### src/rtl/rscr_pkg.sv
package rscr_pkg;

  // Fixed 4-bit substitution applied to every nibble of a round input.
  function automatic logic [3:0] sbox4(input logic [3:0] v);
    logic [3:0] r;
    case (v)
      4'h0: r = 4'h6;  4'h1: r = 4'hB;  4'h2: r = 4'h0;  4'h3: r = 4'h9;
      4'h4: r = 4'hD;  4'h5: r = 4'h3;  4'h6: r = 4'hE;  4'h7: r = 4'h4;
      4'h8: r = 4'h8;  4'h9: r = 4'hF;  4'hA: r = 4'h2;  4'hB: r = 4'h7;
      4'hC: r = 4'h1;  4'hD: r = 4'hC;  4'hE: r = 4'h5;  default: r = 4'hA;
    endcase
    return r;
  endfunction

endpackage

### src/rtl/rscr_keyreg.sv
module rscr_keyreg #(
  parameter int KW = 16
) (
  input  logic          clk,
  input  logic          rst,
  input  logic          we,
  input  logic          hold,
  input  logic [KW-1:0] din,
  output logic [KW-1:0] q
);

  always_ff @(posedge clk) begin
    if (rst)             q <= '0;
    else if (we && !hold) q <= din;
  end

  // no key change while an address is accepted or in flight
  a_r9_key_frozen: assert property (@(posedge clk) disable iff (rst)
    hold |=> $stable(q));

  // an idle write lands in one clock
  a_r8_key_load: assert property (@(posedge clk) disable iff (rst)
    (we && !hold) |=> (q == $past(din)));

endmodule

### src/rtl/rscr_round.sv
module rscr_round
  import rscr_pkg::*;
#(
  parameter int H = 4
) (
  input  logic         clk,
  input  logic         rst,
  input  logic         i_valid,
  input  logic         i_inv,
  input  logic         i_byp,
  input  logic [H-1:0] i_hi,
  input  logic [H-1:0] i_lo,
  input  logic [H-1:0] i_sk,
  output logic         o_valid,
  output logic         o_inv,
  output logic         o_byp,
  output logic [H-1:0] o_hi,
  output logic [H-1:0] o_lo
);

  localparam int NIB = H / 4;

  logic [H-1:0] f_in, f_out, n_hi, n_lo;

  always_comb begin
    // Forward rounds mix the low half into the high half; inverse reverses that.
    f_in  = (i_inv ? i_hi : i_lo) ^ i_sk;
    f_out = '0;
    for (int n = 0; n < NIB; n++) f_out[n*4 +: 4] = sbox4(f_in[n*4 +: 4]);
    if (i_byp) begin
      n_hi = i_hi;
      n_lo = i_lo;
    end else if (i_inv) begin
      n_hi = i_lo ^ f_out;
      n_lo = i_hi;
    end else begin
      n_hi = i_lo;
      n_lo = i_hi ^ f_out;
    end
  end

  always_ff @(posedge clk) begin
    if (rst) begin
      o_valid <= 1'b0;
      o_inv   <= 1'b0;
      o_byp   <= 1'b0;
      o_hi    <= '0;
      o_lo    <= '0;
    end else begin
      o_valid <= i_valid;
      o_inv   <= i_inv;
      o_byp   <= i_byp;
      o_hi    <= n_hi;
      o_lo    <= n_lo;
    end
  end

  // each stage advances a valid by exactly one clock
  a_r1_stage_adv: assert property (@(posedge clk) disable iff (rst)
    i_valid |=> o_valid);
  a_r1_stage_idle: assert property (@(posedge clk) disable iff (rst)
    !i_valid |=> !o_valid);

  // a bypassed transaction leaves the halves untouched
  a_r6_round_pass: assert property (@(posedge clk) disable iff (rst)
    (i_valid && i_byp) |=> (o_hi == $past(i_hi) && o_lo == $past(i_lo)));

  // an inverse transaction stays inverse down the pipe
  a_r7_mode_kept: assert property (@(posedge clk) disable iff (rst)
    i_valid |=> (o_inv == $past(i_inv)));

endmodule

### src/rtl/rscr_lanes.sv
module rscr_lanes #(
  parameter int R    = 8,
  parameter int NDEV = 4
) (
  input  logic            clk,
  input  logic            rst,
  input  logic            i_valid,
  input  logic            i_inv,
  input  logic [R-1:0]    i_row,
  output logic            o_valid,
  output logic [NDEV*R-1:0] o_rows
);

  logic [2*R-1:0] dbl_in;
  logic           o_inv;

  assign dbl_in = {i_row, i_row};

  always_ff @(posedge clk) begin
    if (rst) begin
      o_valid <= 1'b0;
      o_inv   <= 1'b0;
    end else begin
      o_valid <= i_valid;
      o_inv   <= i_inv;
    end
  end

  for (genvar k = 0; k < NDEV; k++) begin : g_lane
    logic [R-1:0] rot;
    assign rot = i_inv ? i_row : dbl_in[2*R-1-k -: R];

    always_ff @(posedge clk) begin
      if (rst) o_rows[k*R +: R] <= '0;
      else     o_rows[k*R +: R] <= rot;
    end

    if (k > 0) begin : g_chk
      logic [2*R-1:0] dbl0;
      assign dbl0 = {o_rows[R-1:0], o_rows[R-1:0]};

      // lane k is lane 0 turned left by k
      a_r2_lane_rot: assert property (@(posedge clk) disable iff (rst)
        (o_valid && !o_inv) |-> (o_rows[k*R +: R] == dbl0[2*R-1-k -: R]));

      // every lane carries the same recovered row
      a_r7_lane_same: assert property (@(posedge clk) disable iff (rst)
        (o_valid && o_inv) |-> (o_rows[k*R +: R] == o_rows[R-1:0]));
    end
  end

endmodule

### src/rtl/row_scrambler.sv
module row_scrambler #(
  parameter int ROW_W  = 8,
  parameter int NDEV   = 4,
  parameter int ROUNDS = 4
) (
  input  logic                          clk,
  input  logic                          rst,
  input  logic                          key_we,
  input  logic [ROUNDS*(ROW_W/2)-1:0]   key_in,
  input  logic                          in_valid,
  input  logic [ROW_W-1:0]              in_row,
  input  logic                          in_inv,
  input  logic                          in_bypass,
  input  logic [$clog2(NDEV)-1:0]       in_dev,
  output logic                          out_valid,
  output logic [NDEV*ROW_W-1:0]         out_rows
);

  localparam int H     = ROW_W / 2;
  localparam int KEY_W = ROUNDS * H;

  if (ROW_W % 8 != 0) begin : g_bad_width
    $error("ROW_W must be a multiple of 8");
  end
  if (NDEV < 2 || NDEV > ROW_W) begin : g_bad_ndev
    $error("NDEV must lie between 2 and ROW_W");
  end

  logic [KEY_W-1:0]   key_q;
  logic               busy, hold;
  logic [2*ROW_W-1:0] unrot_dbl;
  logic [ROW_W-1:0]   entry_row;

  logic         st_v   [ROUNDS+1];
  logic         st_inv [ROUNDS+1];
  logic         st_byp [ROUNDS+1];
  logic [H-1:0] st_hi  [ROUNDS+1];
  logic [H-1:0] st_lo  [ROUNDS+1];
  logic         unused_byp;

  // Inverse mode undoes the device rotation before the rounds.
  assign unrot_dbl = {in_row, in_row} >> in_dev;
  assign entry_row = in_inv ? unrot_dbl[ROW_W-1:0] : in_row;

  assign st_v[0]   = in_valid;
  assign st_inv[0] = in_inv;
  assign st_byp[0] = in_bypass;
  assign st_hi[0]  = entry_row[ROW_W-1:H];
  assign st_lo[0]  = entry_row[H-1:0];

  always_comb begin
    busy = 1'b0;
    for (int i = 1; i <= ROUNDS; i++) busy = busy | st_v[i];
  end
  assign hold = in_valid | busy;

  rscr_keyreg #(.KW(KEY_W)) u_key (
    .clk  (clk),
    .rst  (rst),
    .we   (key_we),
    .hold (hold),
    .din  (key_in),
    .q    (key_q)
  );

  for (genvar i = 0; i < ROUNDS; i++) begin : g_round
    logic [H-1:0] sk;
    assign sk = st_inv[i] ? key_q[(ROUNDS-1-i)*H +: H] : key_q[i*H +: H];

    rscr_round #(.H(H)) u_rnd (
      .clk     (clk),
      .rst     (rst),
      .i_valid (st_v[i]),
      .i_inv   (st_inv[i]),
      .i_byp   (st_byp[i]),
      .i_hi    (st_hi[i]),
      .i_lo    (st_lo[i]),
      .i_sk    (sk),
      .o_valid (st_v[i+1]),
      .o_inv   (st_inv[i+1]),
      .o_byp   (st_byp[i+1]),
      .o_hi    (st_hi[i+1]),
      .o_lo    (st_lo[i+1])
    );
  end

  assign unused_byp = st_byp[ROUNDS];

  rscr_lanes #(.R(ROW_W), .NDEV(NDEV)) u_lanes (
    .clk     (clk),
    .rst     (rst),
    .i_valid (st_v[ROUNDS]),
    .i_inv   (st_inv[ROUNDS]),
    .i_row   ({st_hi[ROUNDS], st_lo[ROUNDS]}),
    .o_valid (out_valid),
    .o_rows  (out_rows)
  );

  // nothing comes out in the cycle after reset
  a_r10_reset_quiet: assert property (@(posedge clk)
    $past(rst) |-> (!out_valid && out_rows == '0));

endmodule

### config.mk
export PLATFORM = sky130hd
export DESIGN_NAME = row_scrambler
export DESIGN_NICKNAME = d
export VERILOG_FILES = /design/src/rtl/rscr_pkg.sv /design/src/rtl/rscr_keyreg.sv /design/src/rtl/rscr_round.sv /design/src/rtl/rscr_lanes.sv /design/src/rtl/row_scrambler.sv
export SDC_FILE = /design/constraint.sdc
export NUM_CORES = 1
export LEC_CHECK = 0
export BUFFER_PORTS_ARGS = -buffer_cell sky130_fd_sc_hd__clkbuf_2
export CAP_MARGIN = 20
export CORE_MARGIN = 2
export CORE_UTILIZATION = 40
export DETAILED_ROUTE_END_ITERATION = 7
export SLEW_MARGIN = 15
export SYNTH_ARGS = -nofsm -noshare
export SYNTH_HDL_FRONTEND = slang
export SYNTH_SLANG_ARGS = --single-unit
export TNS_END_PERCENT = 30
### constraint.sdc
create_clock -name clk -period 3.37 [get_ports clk]
set_input_delay 0.1685 -clock clk [delete_from_list [all_inputs] [get_ports clk]]
set_output_delay 0.1685 -clock clk [all_outputs]
set_load 0.02 [all_outputs]
==> flow_summary.ini <==
[drt]
wl_per_cell_um = 14.34
drcViolationCount = 0
vias = 3762
via_per_inst = 5.196
antenna_left = 0
wl_um = 10380
first_pass_iters = 4
drt_iter0_markers = 208

[die]
core_um2 = 11860
die_width_um = 113.7
io_pins = 65
dieArea_um2 = 12940
dieHeight_um = 113.7
start_util_pct = 40.61
rows = 40

[finish]
final_cell_mix = 92 x dfxtp_1, 64 x clkbuf_2, 58 x nor2_1, 56 x mux2i_1, 37 x a21oi_1
fillers = 1142
antenna_cells = 0
final_cells = 724
drive_gt1_share_pct = 18.37
fin_nets = 611
syn_to_final_growth_pct = 14.99
final_common_cell = dfxtp_1

[critical_path]
max_stage_delay_ns = 0.37
reg2reg_depth = 10
crit_arrival_ns = 2.86
crit_chain = inv_1 > mux2i_1 > buf_4 > inv_1 > ha_1 > mux2_2 > mux2i_1 > nor2_1 > xnor2_1 > a211oi_1
r2r-end = g_round[1].u_rnd.o_hi[1]$_SDFF_PP0_
crit_type = reg -> reg
cp-start-kind = flop
crit_end = g_round[1].u_rnd.o_hi[1]$_SDFF_PP0_
endpoint_kind = flop
ff2ff_setup_slack_ns = 0.75
cp.required_ns = 3.61
slowest_stage = dfxtp_1
crit_start = g_round[0].u_rnd.o_inv$_SDFF_PP0_
r2r-start = g_round[0].u_rnd.o_inv$_SDFF_PP0_
cp_max_fo = 11

[power_and_ir_drop]
power_frac_comb_pct = 28.9
p_leak_nw = 2.490
sequentialPowerShare_pct = 39.9
intPower_mw = 2.309
p_switching_mw = 1.068
swShare_pct = 31.63
ir_worst_vdd_mv = 0.2301
p_clk_share_pct = 31.2
p_per_area_nw_per_um2 = 609.6

[yosys]
avgSynthCellArea_um2 = 9.211
synth_seq_area_share_pct = 38.23
ys_ff_latch = 92
synth_edf_count = 0
async_flop_share_pct = 0
synthesis.area_um2 = 4817
postSynthCellCount = 523
yosysWarnings = 0
synth_nets = 561
yosys_most_used_dff = dfxtp_1
synth_cell_type_count = 45

[timing]
setup_viol = 0
finalCritPeriodShare_pct = 77.70
fin_crit_ns = 2.618
maxSlewViolCount = 0
relSlewSlack_pct = 44.62
fin_skew_ns = 0.008025
grt_setup_unrepaired = no
fmax_mhz = 381.9
setup_tns_ns = 0
worst_pin_slew_ns = 0.8307
hold_viol = 0

[clock_tree]
clk_latency_ns = 0.34
numCtsBuffers = 9
root_buffer = clkbuf_16
hold_buffers = 0
ctsResizeCount = 0
cts_max_level = 3
cts_tree = done
post-cts-setup-buffer-count = 0
cts_sinks = 92
cts_buffer_depth = 2
path_clk_slew_ns = 0.07

[flow_run]
maxCapViolCount = 0

[global_routing]
grt_overflow = 0
grt_max_degree = 53
grt_usage_pct = 16.98
antenna_found_initial = 0
grt_pass1_wl_um = 17280
grt_pass1_vias = 3466

[placed_design]
place_hpwl_um = 7795
dp_cells = 709
gp_congestion = 0.8641
io_buffers = 64

[hold_path]
hold_class = in -> reg

[outcome]
status = complete, no violations
power groups by stage:
| stage | clock network, mW | logic [mW] | registers, mW |
|---|---|---|---|
| 2_1_floorplan | 0 | 0.699 | 1.41 |
| 3_3_place_gp | 0 | 0.959 | 1.37 |
| 3_5_place_dp | 0 | 0.975 | 1.37 |
| 4_1_cts | 1.07 | 0.978 | 1.35 |
| 5_1_grt | 1.13 | 1.10 | 1.36 |
| 6_report | 1.05 | 0.976 | 1.35 |
worst max-delay path: cells and delay by family, from the launching register on:
family / cells / cell delay (ns)
flip-flops: 1 / 0.37
AO/OA/AOI/OAI: 1 / 0.23
adder cells (fa/ha/maj): 1 / 0.29
AND/OR/NAND/NOR: 1 / 0.10
buffers and inverters: 3 / 0.61
XOR/XNOR: 1 / 0.14
multiplexers: 3 / 0.78
synth_stat cells (all sizes together) (3+ instances only):
master,number,area [um^2]
mux4,5,112.6
xor2,29,254.0
mux2i,56,560.5
o21ai,13,65.06
or3,3,18.77
inv,18,67.56
dfxtp,92,1842
a21oi,38,193.9
a2111oi,7,67.56
nor2b,15,93.84
nand3b,4,30.03
a21o,4,30.03
a311oi,4,35.03
a211oi,24,180.2
xnor2,35,314.1
mux2,13,146.4
o22ai,4,25.02
ha,6,75.07
nand2,25,93.84
o311ai,3,26.28
nor2,58,217.7
nor3,10,50.05
clkbuf,23,87.58
nand2b,10,62.56
buf,7,38.79
kinds of logic (layout without fill, tap and decap cells):
| kind of cell | count (synthesis) | in the layout | synth area share [%] |
|---|---|---|---|
| flip-flops | 92 | 92 | 38.23 |
| adder cells (fa/ha/maj) | 7 | 7 | 1.792 |
| multiplexers | 74 | 74 | 17.01 |
| AO/OA/AOI/OAI | 106 | 106 | 14.57 |
| XOR/XNOR | 64 | 64 | 11.79 |
| buffers and inverters | 49 | 103 | 4.104 |
| AND/OR/NAND/NOR | 131 | 131 | 12.49 |
state kept, by name, summed over array words and instances, names as in the netlist:
signal / cells
u_lanes.o_rows: 32
g_round.u_rnd.o_hi: 16
g_round.u_rnd.o_lo: 16
u_key.q: 16
g_round.u_rnd.o_inv: 4
g_round.u_rnd.o_valid: 4
g_round.u_rnd.o_byp: 3
u_lanes.o_valid: 1
routing by layer:
metal  up-vias  wire, um  global-route usage [%]
met1      1711      4932                   21.17
met3        24       432                   3.454
met2        85      4717                   27.90
li1       1942         -                       -
met4         0       300                   8.699
met5         -         0                       0
through the flow:
| stage | power [mW] | area, um^2 | util, % | hold WS (ns) | setup slack (ns) |
|---|---|---|---|---|---|
| 2_1_floorplan | 2.108 | 4817 | - | 0.2967 | 0.6539 |
| 3_3_place_gp | 2.332 | 5233 | 44.11 | 0.3985 | 0.6094 |
| 3_5_place_dp | 2.349 | 5233 | 44.11 | 0.4069 | 0.5335 |
| 4_1_cts | 3.401 | 5539 | 46.70 | 0.04215 | 0.7642 |
| 5_1_grt | 3.586 | 5539 | 46.70 | 0.05308 | 0.5428 |
| 6_report | 3.377 | 5539 | 46.70 | 0.04796 | 0.7515 |
worst min path at each step:
stage,from,to,cells after the start
final,in_valid,g_round[0].u_rnd.o_valid$_SDFF_PP0_,2
after global routing,in_valid,g_round[0].u_rnd.o_valid$_SDFF_PP0_,2
after CTS,in_valid,g_round[0].u_rnd.o_valid$_SDFF_PP0_,2
after detailed placement,in_valid,g_round[0].u_rnd.o_valid$_SDFF_PP0_,2
after global placement,in_valid,g_round[0].u_rnd.o_valid$_SDFF_PP0_,2
after floorplan,in_valid,g_round[0].u_rnd.o_valid$_SDFF_PP0_,1
final cells by class:
class	instances	area, um^2	area share (%)
Clock buffer	10	229.0	4.134
Clock inverter	5	77.57	1.400
Inverter	19	71.32	1.288
Multi-Input combinational cell	382	2778	50.15
Sequential cell	92	1842	33.25
Tap cell	147	183.9	3.321
Timing Repair Buffer	69	357.8	6.460
Power figures use the tool's default switching activity.
